### config.mk
export PLATFORM = sky130hd
export DESIGN_NAME = zbt_ft_sram
export DESIGN_NICKNAME = d
export VERILOG_FILES = /design/src/rtl/zbt_pkg.sv /design/src/rtl/zbt_burst_ctrl.sv /design/src/rtl/zbt_lane_ram.sv /design/src/rtl/zbt_ft_sram.sv
export SDC_FILE = /design/constraint.sdc
export NUM_CORES = 2
export LEC_CHECK = 0
export BUFFER_PORTS_ARGS = -buffer_cell sky130_fd_sc_hd__buf_2
export CAP_MARGIN = 20
export CORE_MARGIN = 2
export CORE_UTILIZATION = 55
export CTS_CLUSTER_SIZE = 30
export DETAILED_ROUTE_END_ITERATION = 10
export PLACE_DENSITY = 0.71
export SLEW_MARGIN = 15
export SYNTH_ARGS = -nofsm -noshare
export SYNTH_HDL_FRONTEND = slang
export SYNTH_HIERARCHICAL = 1
export SYNTH_SLANG_ARGS = --single-unit
### constraint.sdc
create_clock -name clk -period 7.1 [get_ports clk]
set_clock_uncertainty 0.2 [all_clocks]
set_input_delay 0.71 -clock clk [delete_from_list [all_inputs] [get_ports clk]]
set_output_delay 0.71 -clock clk [all_outputs]
set_load 0.005 [all_outputs]
### src/rtl/zbt_pkg.sv
package zbt_pkg;
  typedef enum logic [1:0] {
    OP_IDLE = 2'd0,
    OP_RD   = 2'd1,
    OP_WR   = 2'd2
  } op_e;

  // low word bits for burst step n from base b
  function automatic logic [1:0] burst_lsb(input logic [1:0] b,
                                           input logic [1:0] n,
                                           input logic       il);
    return il ? (b ^ n) : (b + n);
  endfunction
endpackage

### src/rtl/zbt_burst_ctrl.sv
module zbt_burst_ctrl
  import zbt_pkg::*;
#(
  parameter int AW    = 6,
  parameter int LANES = 4
) (
  input  logic             clk,
  input  logic             rst,
  input  logic             ce,
  input  logic             sel_ok,
  input  logic             sleep,
  input  logic             wr_n,
  input  logic             adv_ld,
  input  logic             ileave,
  input  logic [AW-1:0]    addr,
  input  logic [LANES-1:0] lane_en_n,
  output op_e              op_q,
  output logic [AW-1:0]    addr_q,
  output logic [AW-1:0]    nxt_addr,
  output logic [LANES-1:0] be_q
);
  logic [AW-1:0] base_q, nbase;
  logic [1:0]    cnt_q, ncnt;
  op_e           nop;

  always_comb begin
    if (!adv_ld) begin
      nop   = sel_ok ? (wr_n ? OP_RD : OP_WR) : OP_IDLE;
      nbase = addr;
      ncnt  = 2'd0;
    end else begin
      nop   = sleep ? OP_IDLE : op_q;
      nbase = base_q;
      ncnt  = cnt_q + 2'd1;
    end
    nxt_addr = {nbase[AW-1:2], burst_lsb(nbase[1:0], ncnt, ileave)};
  end

  always_ff @(posedge clk) begin
    if (rst) begin
      op_q   <= OP_IDLE;
      base_q <= '0;
      cnt_q  <= '0;
      addr_q <= '0;
      be_q   <= '0;
    end else if (ce) begin
      op_q   <= nop;
      base_q <= nbase;
      cnt_q  <= ncnt;
      addr_q <= nxt_addr;
      be_q   <= ~lane_en_n;
    end
  end

  // a selected load cycle starts the requested operation
  a_r1_select: assert property (@(posedge clk) disable iff (rst)
    (ce && !adv_ld && sel_ok) |=> (op_q == ($past(wr_n) ? OP_RD : OP_WR)));

  // an unselected load cycle is idle
  a_r1_deselect: assert property (@(posedge clk) disable iff (rst)
    (ce && !adv_ld && !sel_ok) |=> (op_q == OP_IDLE));

  // a disabled edge holds the registered state
  a_r2_hold: assert property (@(posedge clk) disable iff (rst)
    !ce |=> ($stable(op_q) && $stable(addr_q) && $stable(be_q)));

  // an advance never leaves the aligned group of four
  a_r9_group_wrap: assert property (@(posedge clk) disable iff (rst)
    (ce && adv_ld) |=> (addr_q[AW-1:2] == $past(addr_q[AW-1:2])));

  // sleep forces the next cycle idle
  a_r11_sleep: assert property (@(posedge clk) disable iff (rst)
    (ce && sleep) |=> (op_q == OP_IDLE));
endmodule

### src/rtl/zbt_lane_ram.sv
module zbt_lane_ram #(
  parameter int AW     = 6,
  parameter int LANES  = 4,
  parameter int LANE_W = 9
) (
  input  logic                    clk,
  input  logic                    ce,
  input  logic                    we,
  input  logic [AW-1:0]           waddr,
  input  logic [LANES-1:0]        wbe,
  input  logic [LANES*LANE_W-1:0] wdata,
  input  logic [AW-1:0]           raddr,
  output logic [LANES*LANE_W-1:0] rdata
);
  localparam int DEPTH = 1 << AW;

  for (genvar g = 0; g < LANES; g++) begin : g_lane
    logic [LANE_W-1:0] ram [DEPTH];
    logic [LANE_W-1:0] rd_l;

    always_ff @(posedge clk) begin
      if (ce && we && wbe[g]) ram[waddr] <= wdata[g*LANE_W +: LANE_W];
      if (ce) rd_l <= ram[raddr];
    end

    assign rdata[g*LANE_W +: LANE_W] = rd_l;
  end
endmodule

### src/rtl/zbt_ft_sram.sv
module zbt_ft_sram
  import zbt_pkg::*;
#(
  parameter int ADDR_W = 6,
  parameter int LANES  = 4,
  parameter int LANE_W = 9
) (
  input  logic                    clk,
  input  logic                    rst,
  input  logic                    clk_en_n,
  input  logic                    sel1_n,
  input  logic                    sel2,
  input  logic                    sel3_n,
  input  logic                    wr_n,
  input  logic [LANES-1:0]        lane_en_n,
  input  logic                    adv_ld,
  input  logic                    burst_ileave,
  input  logic                    oe_n,
  input  logic                    sleep,
  input  logic [ADDR_W-1:0]       addr,
  input  logic [LANES*LANE_W-1:0] din,
  output logic [LANES*LANE_W-1:0] dout,
  output logic                    dout_oe
);
  localparam int DW = LANES * LANE_W;

  logic              ce, sel_ok;
  op_e               op_q;
  logic [ADDR_W-1:0] addr_q, nxt_addr;
  logic [LANES-1:0]  be_q, byp_q;
  logic [DW-1:0]     ram_q, byp_d;

  assign ce     = !clk_en_n;
  assign sel_ok = !sel1_n && sel2 && !sel3_n && !sleep;

  zbt_burst_ctrl #(.AW(ADDR_W), .LANES(LANES)) u_ctrl (
    .clk(clk), .rst(rst), .ce(ce), .sel_ok(sel_ok), .sleep(sleep),
    .wr_n(wr_n), .adv_ld(adv_ld), .ileave(burst_ileave), .addr(addr),
    .lane_en_n(lane_en_n), .op_q(op_q), .addr_q(addr_q),
    .nxt_addr(nxt_addr), .be_q(be_q)
  );

  zbt_lane_ram #(.AW(ADDR_W), .LANES(LANES), .LANE_W(LANE_W)) u_ram (
    .clk(clk), .ce(ce), .we(op_q == OP_WR), .waddr(addr_q), .wbe(be_q),
    .wdata(din), .raddr(nxt_addr), .rdata(ram_q)
  );

  // pending write landing on the same edge as a read of its address
  always_ff @(posedge clk) begin
    if (rst) begin
      byp_q <= '0;
      byp_d <= '0;
    end else if (ce) begin
      byp_q <= (op_q == OP_WR && addr_q == nxt_addr) ? be_q : '0;
      byp_d <= din;
    end
  end

  for (genvar g = 0; g < LANES; g++) begin : g_merge
    assign dout[g*LANE_W +: LANE_W] = byp_q[g] ? byp_d[g*LANE_W +: LANE_W]
                                               : ram_q[g*LANE_W +: LANE_W];
  end

  assign dout_oe = (op_q == OP_RD) && !oe_n;

  // the data cycle of a write never drives the bus
  a_r8_write_hiz: assert property (@(posedge clk) disable iff (rst)
    (ce && !adv_ld && sel_ok && !wr_n) |=> !dout_oe);

  // a selected read load drives data next cycle when enabled
  a_r3_read_drive: assert property (@(posedge clk) disable iff (rst)
    (ce && !adv_ld && sel_ok && wr_n) |=> (dout_oe == !oe_n));
endmodule

=== Word-level counts from Yosys, hierarchy flattened ===
Memories as Yosys holds them, arrays and structs flattened. A register that Yosys moved wholly into a read port is not among the register bits.
Index checks and enable logic that the tools add are counted.

* Register bits: 60
* Memory bits (writable): 2304
* Memories kept: 4

{| class="wikitable"
|+ Memory list
! memory !! words !! width !! rd ports !! clocked after memory_dff !! write ports !! line !! RTL
|-
| u_ram.g_lane[0].ram || 64 || 9 || 1 || 1 || 1 || zbt_lane_ram.sv:18 || <nowiki>logic [LANE_W-1:0] ram [DEPTH];</nowiki>
|-
| u_ram.g_lane[1].ram || 64 || 9 || 1 || 1 || 1 || zbt_lane_ram.sv:18 ||
|-
| u_ram.g_lane[2].ram || 64 || 9 || 1 || 1 || 1 || zbt_lane_ram.sv:18 ||
|-
| u_ram.g_lane[3].ram || 64 || 9 || 1 || 1 || 1 || zbt_lane_ram.sv:18 ||
|}

* $add $sub $neg: 2
* Equal/unequal tests: 4
* Muxes and demuxes: 20
* Bitwise operators: 3
* Reduce and logical (&&, ||, !) cells: 20

{| class="wikitable"
|+ Operators by type and width
! cell !! count
|-
| 2-to-1 mux 9 bit || 4
|-
| 2-to-1 mux 2 bit || 6
|-
| logical AND 1 bit || 10
|-
| zero test 1 bit || 9
|-
| 2-to-1 mux 1 bit || 8
|-
| equality test 6 bit || 1
|-
| 2-to-1 mux 6 bit || 1
|-
| 2-to-1 mux 4 bit || 1
|-
| inverter 4 bit || 1
|-
| adder 2 x 1 -> 2 bit, second input constant || 1
|-
| adder 2 bit || 1
|-
| equality test 2 x 1 -> 1 bit, second input constant || 1
|-
| equality test 2 bit, second input constant || 1
|-
| inequality test 2 x 1 -> 1 bit, second input constant || 1
|-
| AND reduction 2 bit || 1
|-
| XOR 2 bit || 1
|-
| inverter 1 bit || 1
|}

=== Longest topological paths before layout ===
* Depth after elaboration: 7
* Gate-level depth with buffers: 16
* Gate-level depth less buffers: 11

=== Cells and area by module ===
Netlist, hierarchy kept.

{| class="wikitable"
|+ Modules (own cells, without submodules)
! module !! times used !! cells each !! area an instance (µm²) !! sequential area each (µm²)
|-
| zbt_lane_ram || 1 || 4094 || 89653.5 || 70267.4
|-
| zbt_ft_sram || 1 || 185 || 1966.9 || 800.8
|-
| zbt_burst_ctrl || 1 || 81 || 763.2 || 320.3
|}

=== Least setup slack after synthesis ===
OpenSTA, ideal clock, no wires.

* Kind: input to register
* Start point: input port adv_ld
* End point: register u_ram.g_lane[0].rd_l[3], read port of u_ram.g_lane[0].ram, data pin
* Arrival time: 3.415 ns
* Data required time: 6.646 ns
* Slack: 3.232 ns
* Cell stages on the path: 14
* Path through: buf_6 -> mux2_2 -> ha_1 -> nor2b_1 -> xnor2_1 -> xnor2_1 -> buf_2 -> buf_2 -> buf_1 -> mux4_2 -> a221oi_1 -> o21ai_0 -> nand2_1 -> nor2_1

* Longest elaborated chain between the ends: 3

{| class="wikitable"
|+ RTL lines
! element !! line !! RTL
|-
| start, declared || zbt_ft_sram.sv:16 || <nowiki>input logic adv_ld,</nowiki>
|-
| 2-to-1 mux 6 bit || zbt_burst_ctrl.sv:27 || <nowiki>if (!adv_ld) begin</nowiki>
|-
| net u_ctrl.nbase[0] || zbt_burst_ctrl.sv:22 || <nowiki>logic [AW-1:0] base_q, nbase;</nowiki>
|-
| adder 2 bit || zbt_pkg.sv:12 || <nowiki>return il ? (b ^ n) : (b + n);</nowiki>
|-
| 2-to-1 mux 2 bit || zbt_pkg.sv:12 ||
|-
| net nxt_addr[1] || zbt_ft_sram.sv:29 || <nowiki>logic [ADDR_W-1:0] addr_q, nxt_addr;</nowiki>
|-
| end, declared || zbt_lane_ram.sv:19 || <nowiki>logic [LANE_W-1:0] rd_l;</nowiki>
|}

The timed path passes the listed nets, and every way through them passes these cells.
A chain may end at the register's enable or synchronous reset.

=== Worst setup path in the final report ===
* Start point: input port addr[0]
* End point: register u_ram.g_lane[0].rd_l[1], read port of u_ram.g_lane[0].ram, data pin

* Longest elaborated chain between the ends: 3

{| class="wikitable"
|+ RTL lines
! element !! line !! RTL
|-
| start, declared || zbt_ft_sram.sv:20 || <nowiki>input logic [ADDR_W-1:0] addr,</nowiki>
|-
| 2-to-1 mux 6 bit || zbt_burst_ctrl.sv:27 ||
|-
| net u_ctrl.nbase[0] || zbt_burst_ctrl.sv:22 ||
|-
| adder 2 bit || zbt_pkg.sv:12 ||
|-
| 2-to-1 mux 2 bit || zbt_pkg.sv:12 ||
|-
| net nxt_addr[1] || zbt_ft_sram.sv:29 ||
|}

The timed path passes the listed nets, and every way through them passes these cells.

==> out/qor_table.md <==
| Metric | This run |
| --- | --- |
| Worst-margin pin slew | 1210 ps |
| Final ANT Viol Nets | 0 |
| Total number of cells along the worst setup path | 13 |
| Max Slew Vio Count | 0 |
| Worst R2R Setup Slack | 2540 ps |
| Post-CTS Setup Inserts | 0 |
| FILL cells | 11400 |
| Final net count | 4588 |
| Cell family with most CP delay | buffers and inverters |
| FF+latch count, synth | 2396 |
| Hold Path Class | in2reg |
| Initial antenna violation count | 7 |
| Total iterations of the first detailed-routing run | 10 |
| Avg Synthesized Cell Area | 21.2 µm² |
| Wirelength per Cell | 33.9 µm |
| Worst path slowest cell | sky130_fd_sc_hd__nand3b_1 |
| Largest net degree at the start of global routing | 122 |
| Number of hold violations in the final report | 0 |
| Worst IR Drop VDD | 0.000255 V |
| Outcome | finished, final reports clean |
| GR Overflow Total | 0 |
| Period Utilization, post-route | 66.0% |
| Max frequency | 213 MHz |
| Post-route DRC violation count | 0 |
| Weighted congestion at the end of routability-driven global placement | 0.871 |
| DRC violation total after the first TritonRoute iteration | 6146 |
| Cells resized by post-CTS repair | 0 |
| Number of standard cells after synthesis | 4360 |
| First-pass GRT wire length | 333 mm |
| Capture point of the worst path | u_ram/g_lane[0].rd_l[1]$_DFFE_PP_ |
| Highest net fanout along the worst path | 121 |
| Vias in the first global route | 45500 |
| Clock tree from TritonCTS | done |
| Number of vias in the routed layout | 46200 |
| Fraction of layout instances using a drive strength above 1 | 24.6% |
| Cell Count Post-Placement | 6474 |
| CP cell instances | dlygate4sd3_1 -> buf_2 -> mux2_2 -> ha_4 -> nor2b_1 -> xnor2_1 -> xnor2_2 -> buf_12 -> nand3b_1 -> o221ai_1 -> a21oi_1 -> a21oi_1 -> nor2_1 |
| Cell area reported after detailed placement | 95300 µm² |
| Inserted Clock Buffers | 227 |
| Yosys warns | 6 |
| Power density over the cells | 291 nW/µm² |
| Post-Syn Nets | 4418 |
| Most instantiated flip-flop cell in the synthesis netlist | sky130_fd_sc_hd__edfxtp_1 |
| Number of setup violations in the final report | 0 |
| Die Outline Area | 171000 µm² |
| Total wire length after detailed routing | 235 mm |
| Data arrival, critical path | 5070 ps |
| Number of enable flip-flop cells after synthesis | 2340 |
| Level count of the clock H-tree | 4 |
| Critical path data required time | 7490 ps |
| Row cnt | 150 |
| Fin crit period | 4680 ps |
| Largest stage delay on the critical path | 850 ps |
| Initial Util | 55.3% |
| Type of the worst setup path | in2reg |
| Overall power after layout | 29.9 mW |
| Global-route usage over all layers | 27.7% |
| HPWL reported at the end of detailed placement | 139 mm |
| Number of library cell types mapped by synthesis | 48 |
| Reported max-cap violation count | 0 |
| Critical path origin | addr[0] |
| Post-route insts no fill | 6929 |
| Area growth from synthesis to final layout | 11.3% |
| Reg2Reg Launch Point | u_ctrl/addr_q[1]$_SDFFE_PP0P_ |
| End of the worst register-to-register path | u_ram/g_lane[2].ram[18][5]$_DFFE_PP_ |
| Clock latency on the worst-skew pair | 860 ps |
| Post-route cell area | 103000 µm² |
| Setup TNS | 0 ps |
| Die height | 414 µm |
| Placeable Area | 167000 µm² |
| Overall die width | 414 µm |
| Unrepaired setup endpoints after global routing | no |
| Clk Tree Root Cell | sky130_fd_sc_hd__clkbuf_16 |
| Count of clock tree sinks | 2396 |
| Setup crit end kind | flop |
| Synthesized cell area | 92400 µm² |
| Worst setup slack before clock tree synthesis | 1930 ps |
| Vias per cell | 6.67 |
| I/O pin count | 94 |
| CTS clock-pin slew for the worst setup and hold paths | 60 ps |
| Share of flip-flops with an asynchronous set or reset | 0% |
| Startpoint kind of the worst setup timing path | primary input |
| Final worst setup slack | 2420 ps |
| Hold Buf Count CTS | 14 |
| Buffer levels on the longest clock path | 3 |
| Worst path most repeated cell | sky130_fd_sc_hd__a21oi_1 |
| Max-slew headroom | 19.3% |
| Share of the yosys chip area belonging to registers | 77.3% |
| Number of buffers inserted by port buffering | 93 |
| Number of buffer and inverter stages on the critical path | 3 |
| Cells on worst reg2reg path | 3 |
| P_leak | 31.8 nW |
## cells by family (layout without fill, tap and decap cells)
kind of cell,Yosys count,in the layout,share of synthesized area [%]
other cells,0,7,0
compound gates,318,318,2.24
simple gates,590,590,2.61
xor+xnor,9,9,0.0853
flops,2396,2396,77.3
buf+inv,277,635,1.50
fa+ha+maj,1,1,0.0135
mux,769,769,16.3
## where the power goes
group / total (mW) / internal, mW / leakage (nW) / switching (mW)
logic: 2.69 / 1.12 / 6.77 / 1.57
clock network: 11.6 / 6.55 / 3.49 / 5.08
registers: 15.6 / 15.6 / 21.5 / 0.0544
## worst min-delay path by stage
| stage | from | end | cells after the start |
|---|---|---|---|
| final | din[7] | u_ram/g_lane[0].ram[17][7]$_DFFE_PP_ | 1 |
| after global routing | din[7] | u_ram/g_lane[0].ram[23][7]$_DFFE_PP_ | 1 |
| after CTS | sel3_n | u_ctrl/op_q[0]$_SDFFE_PP0P_ | 4 |
| after detailed placement | byp_q[1]$_SDFFE_PP0N_ | byp_q[1]$_SDFFE_PP0N_ | 2 |
| after global placement | byp_q[1]$_SDFFE_PP0N_ | byp_q[1]$_SDFFE_PP0N_ | 2 |
| after floorplan | u_ctrl/op_q[1]$_SDFFE_PP0P_ | u_ctrl/op_q[1]$_SDFFE_PP0P_ | 2 |
## through the flow
step	hold slack, ps	utilization [%]
global placement	244	56.9
detailed placement	257	57.0
global route	50.1	61.5
CTS	19.1	61.4
finish	71.3	61.5
floorplan	249	-
## worst reg2reg max path: stages (launching register included)
cell and delay, ps:
sky130_fd_sc_hd__dfxtp_1 680, sky130_fd_sc_hd__nor3b_1 990, sky130_fd_sc_hd__nand2_1 1090, sky130_fd_sc_hd__nor2_1 1210
## metal layers
metal / part of all wire (%) / vias to the layer above / wire length [µm] / GRT usage [%]
met5: 0.13 / - / 315 / 0.480
met4: 5.1 / 7 / 11900 / 12.9
met3: 10 / 491 / 24400 / 6.94
met2: 47 / 2684 / 111000 / 42.4
met1: 37 / 24600 / 86700 / 37.8
li1: - / 18400 / - / -
## registers in the layout, summed over array words and instances (netlist names)
name / count
byp_d: 36
u_ctrl/addr_q: 6
u_ctrl/op_q: 2
u_ctrl/be_q: 4
u_ram/g_lane.ram: 2304
u_ctrl/base_q: 2
byp_q: 4
u_ctrl/cnt_q: 2
u_ram/g_lane.rd_l: 36
## area by class of cell
cell class	count	area, µm²	area share [%]
antenna	7	17.5	0.0170
clock buffer	266	5890	5.73
clock inverter	151	1220	1.19
inverter	9	35.0	0.0341
multi-input combinational	1687	19700	19.2
sequential	2396	71400	69.5
tap	2204	2760	2.68
timing repair buffer	209	1770	1.72
## cells in the final DEF, fill, tap and decap left out, types with 5 or more instances in the layout
cell,Yosys,final
sky130_fd_sc_hd__edfxtp_1,2340,2340
sky130_fd_sc_hd__mux4_2,582,582
sky130_fd_sc_hd__nor2_1,379,375
sky130_fd_sc_hd__clkbuf_16,0,230
sky130_fd_sc_hd__mux2i_1,144,144
sky130_fd_sc_hd__nand2_1,141,140
sky130_fd_sc_hd__buf_4,46,82
sky130_fd_sc_hd__buf_2,86,79
sky130_fd_sc_hd__o22ai_1,68,68
sky130_fd_sc_hd__clkinv_1,0,66
sky130_fd_sc_hd__a221oi_1,64,64
sky130_fd_sc_hd__a21oi_1,62,62
sky130_fd_sc_hd__dfxtp_1,56,56
sky130_fd_sc_hd__clkinv_2,0,49
sky130_fd_sc_hd__o21ai_0,42,42
sky130_fd_sc_hd__mux2_2,43,41
sky130_fd_sc_hd__clkbuf_1,111,36
sky130_fd_sc_hd__o21ai_1,31,31
sky130_fd_sc_hd__o221ai_1,29,29
sky130_fd_sc_hd__buf_12,2,26
sky130_fd_sc_hd__bufinv_16,0,18
sky130_fd_sc_hd__dlygate4sd3_1,0,14
sky130_fd_sc_hd__a31oi_1,12,12
sky130_fd_sc_hd__nor3_1,11,11
sky130_fd_sc_hd__nor3b_1,8,8
sky130_fd_sc_hd__diode_2,0,7
sky130_fd_sc_hd__xnor2_1,8,7
sky130_fd_sc_hd__inv_6,0,7
sky130_fd_sc_hd__clkinvlp_4,0,7
sky130_fd_sc_hd__inv_1,8,7
sky130_fd_sc_hd__buf_6,5,7
sky130_fd_sc_hd__nand3_1,10,6
sky130_fd_sc_hd__nand2b_1,7,6
sky130_fd_sc_hd__nand4_1,5,5
sky130_fd_sc_hd__a211oi_1,5,5
sky130_fd_sc_hd__nand3b_1,5,5
## cell usage after synthesis (31+ instances only)
master	number	area [µm²]
sky130_fd_sc_hd__edfxtp_1	2340	70300
sky130_fd_sc_hd__mux4_2	582	13100
sky130_fd_sc_hd__nor2_1	379	1420
sky130_fd_sc_hd__mux2i_1	144	1440
sky130_fd_sc_hd__nand2_1	141	529
sky130_fd_sc_hd__clkbuf_1	111	417
sky130_fd_sc_hd__buf_2	86	430
sky130_fd_sc_hd__o22ai_1	68	425
sky130_fd_sc_hd__a221oi_1	64	561
sky130_fd_sc_hd__a21oi_1	62	310
sky130_fd_sc_hd__dfxtp_1	56	1120
sky130_fd_sc_hd__buf_4	46	345
sky130_fd_sc_hd__mux2_2	43	484
sky130_fd_sc_hd__o21ai_0	42	210
sky130_fd_sc_hd__o21ai_1	31	155
Note: power is estimated with default switching activity, not from simulation.
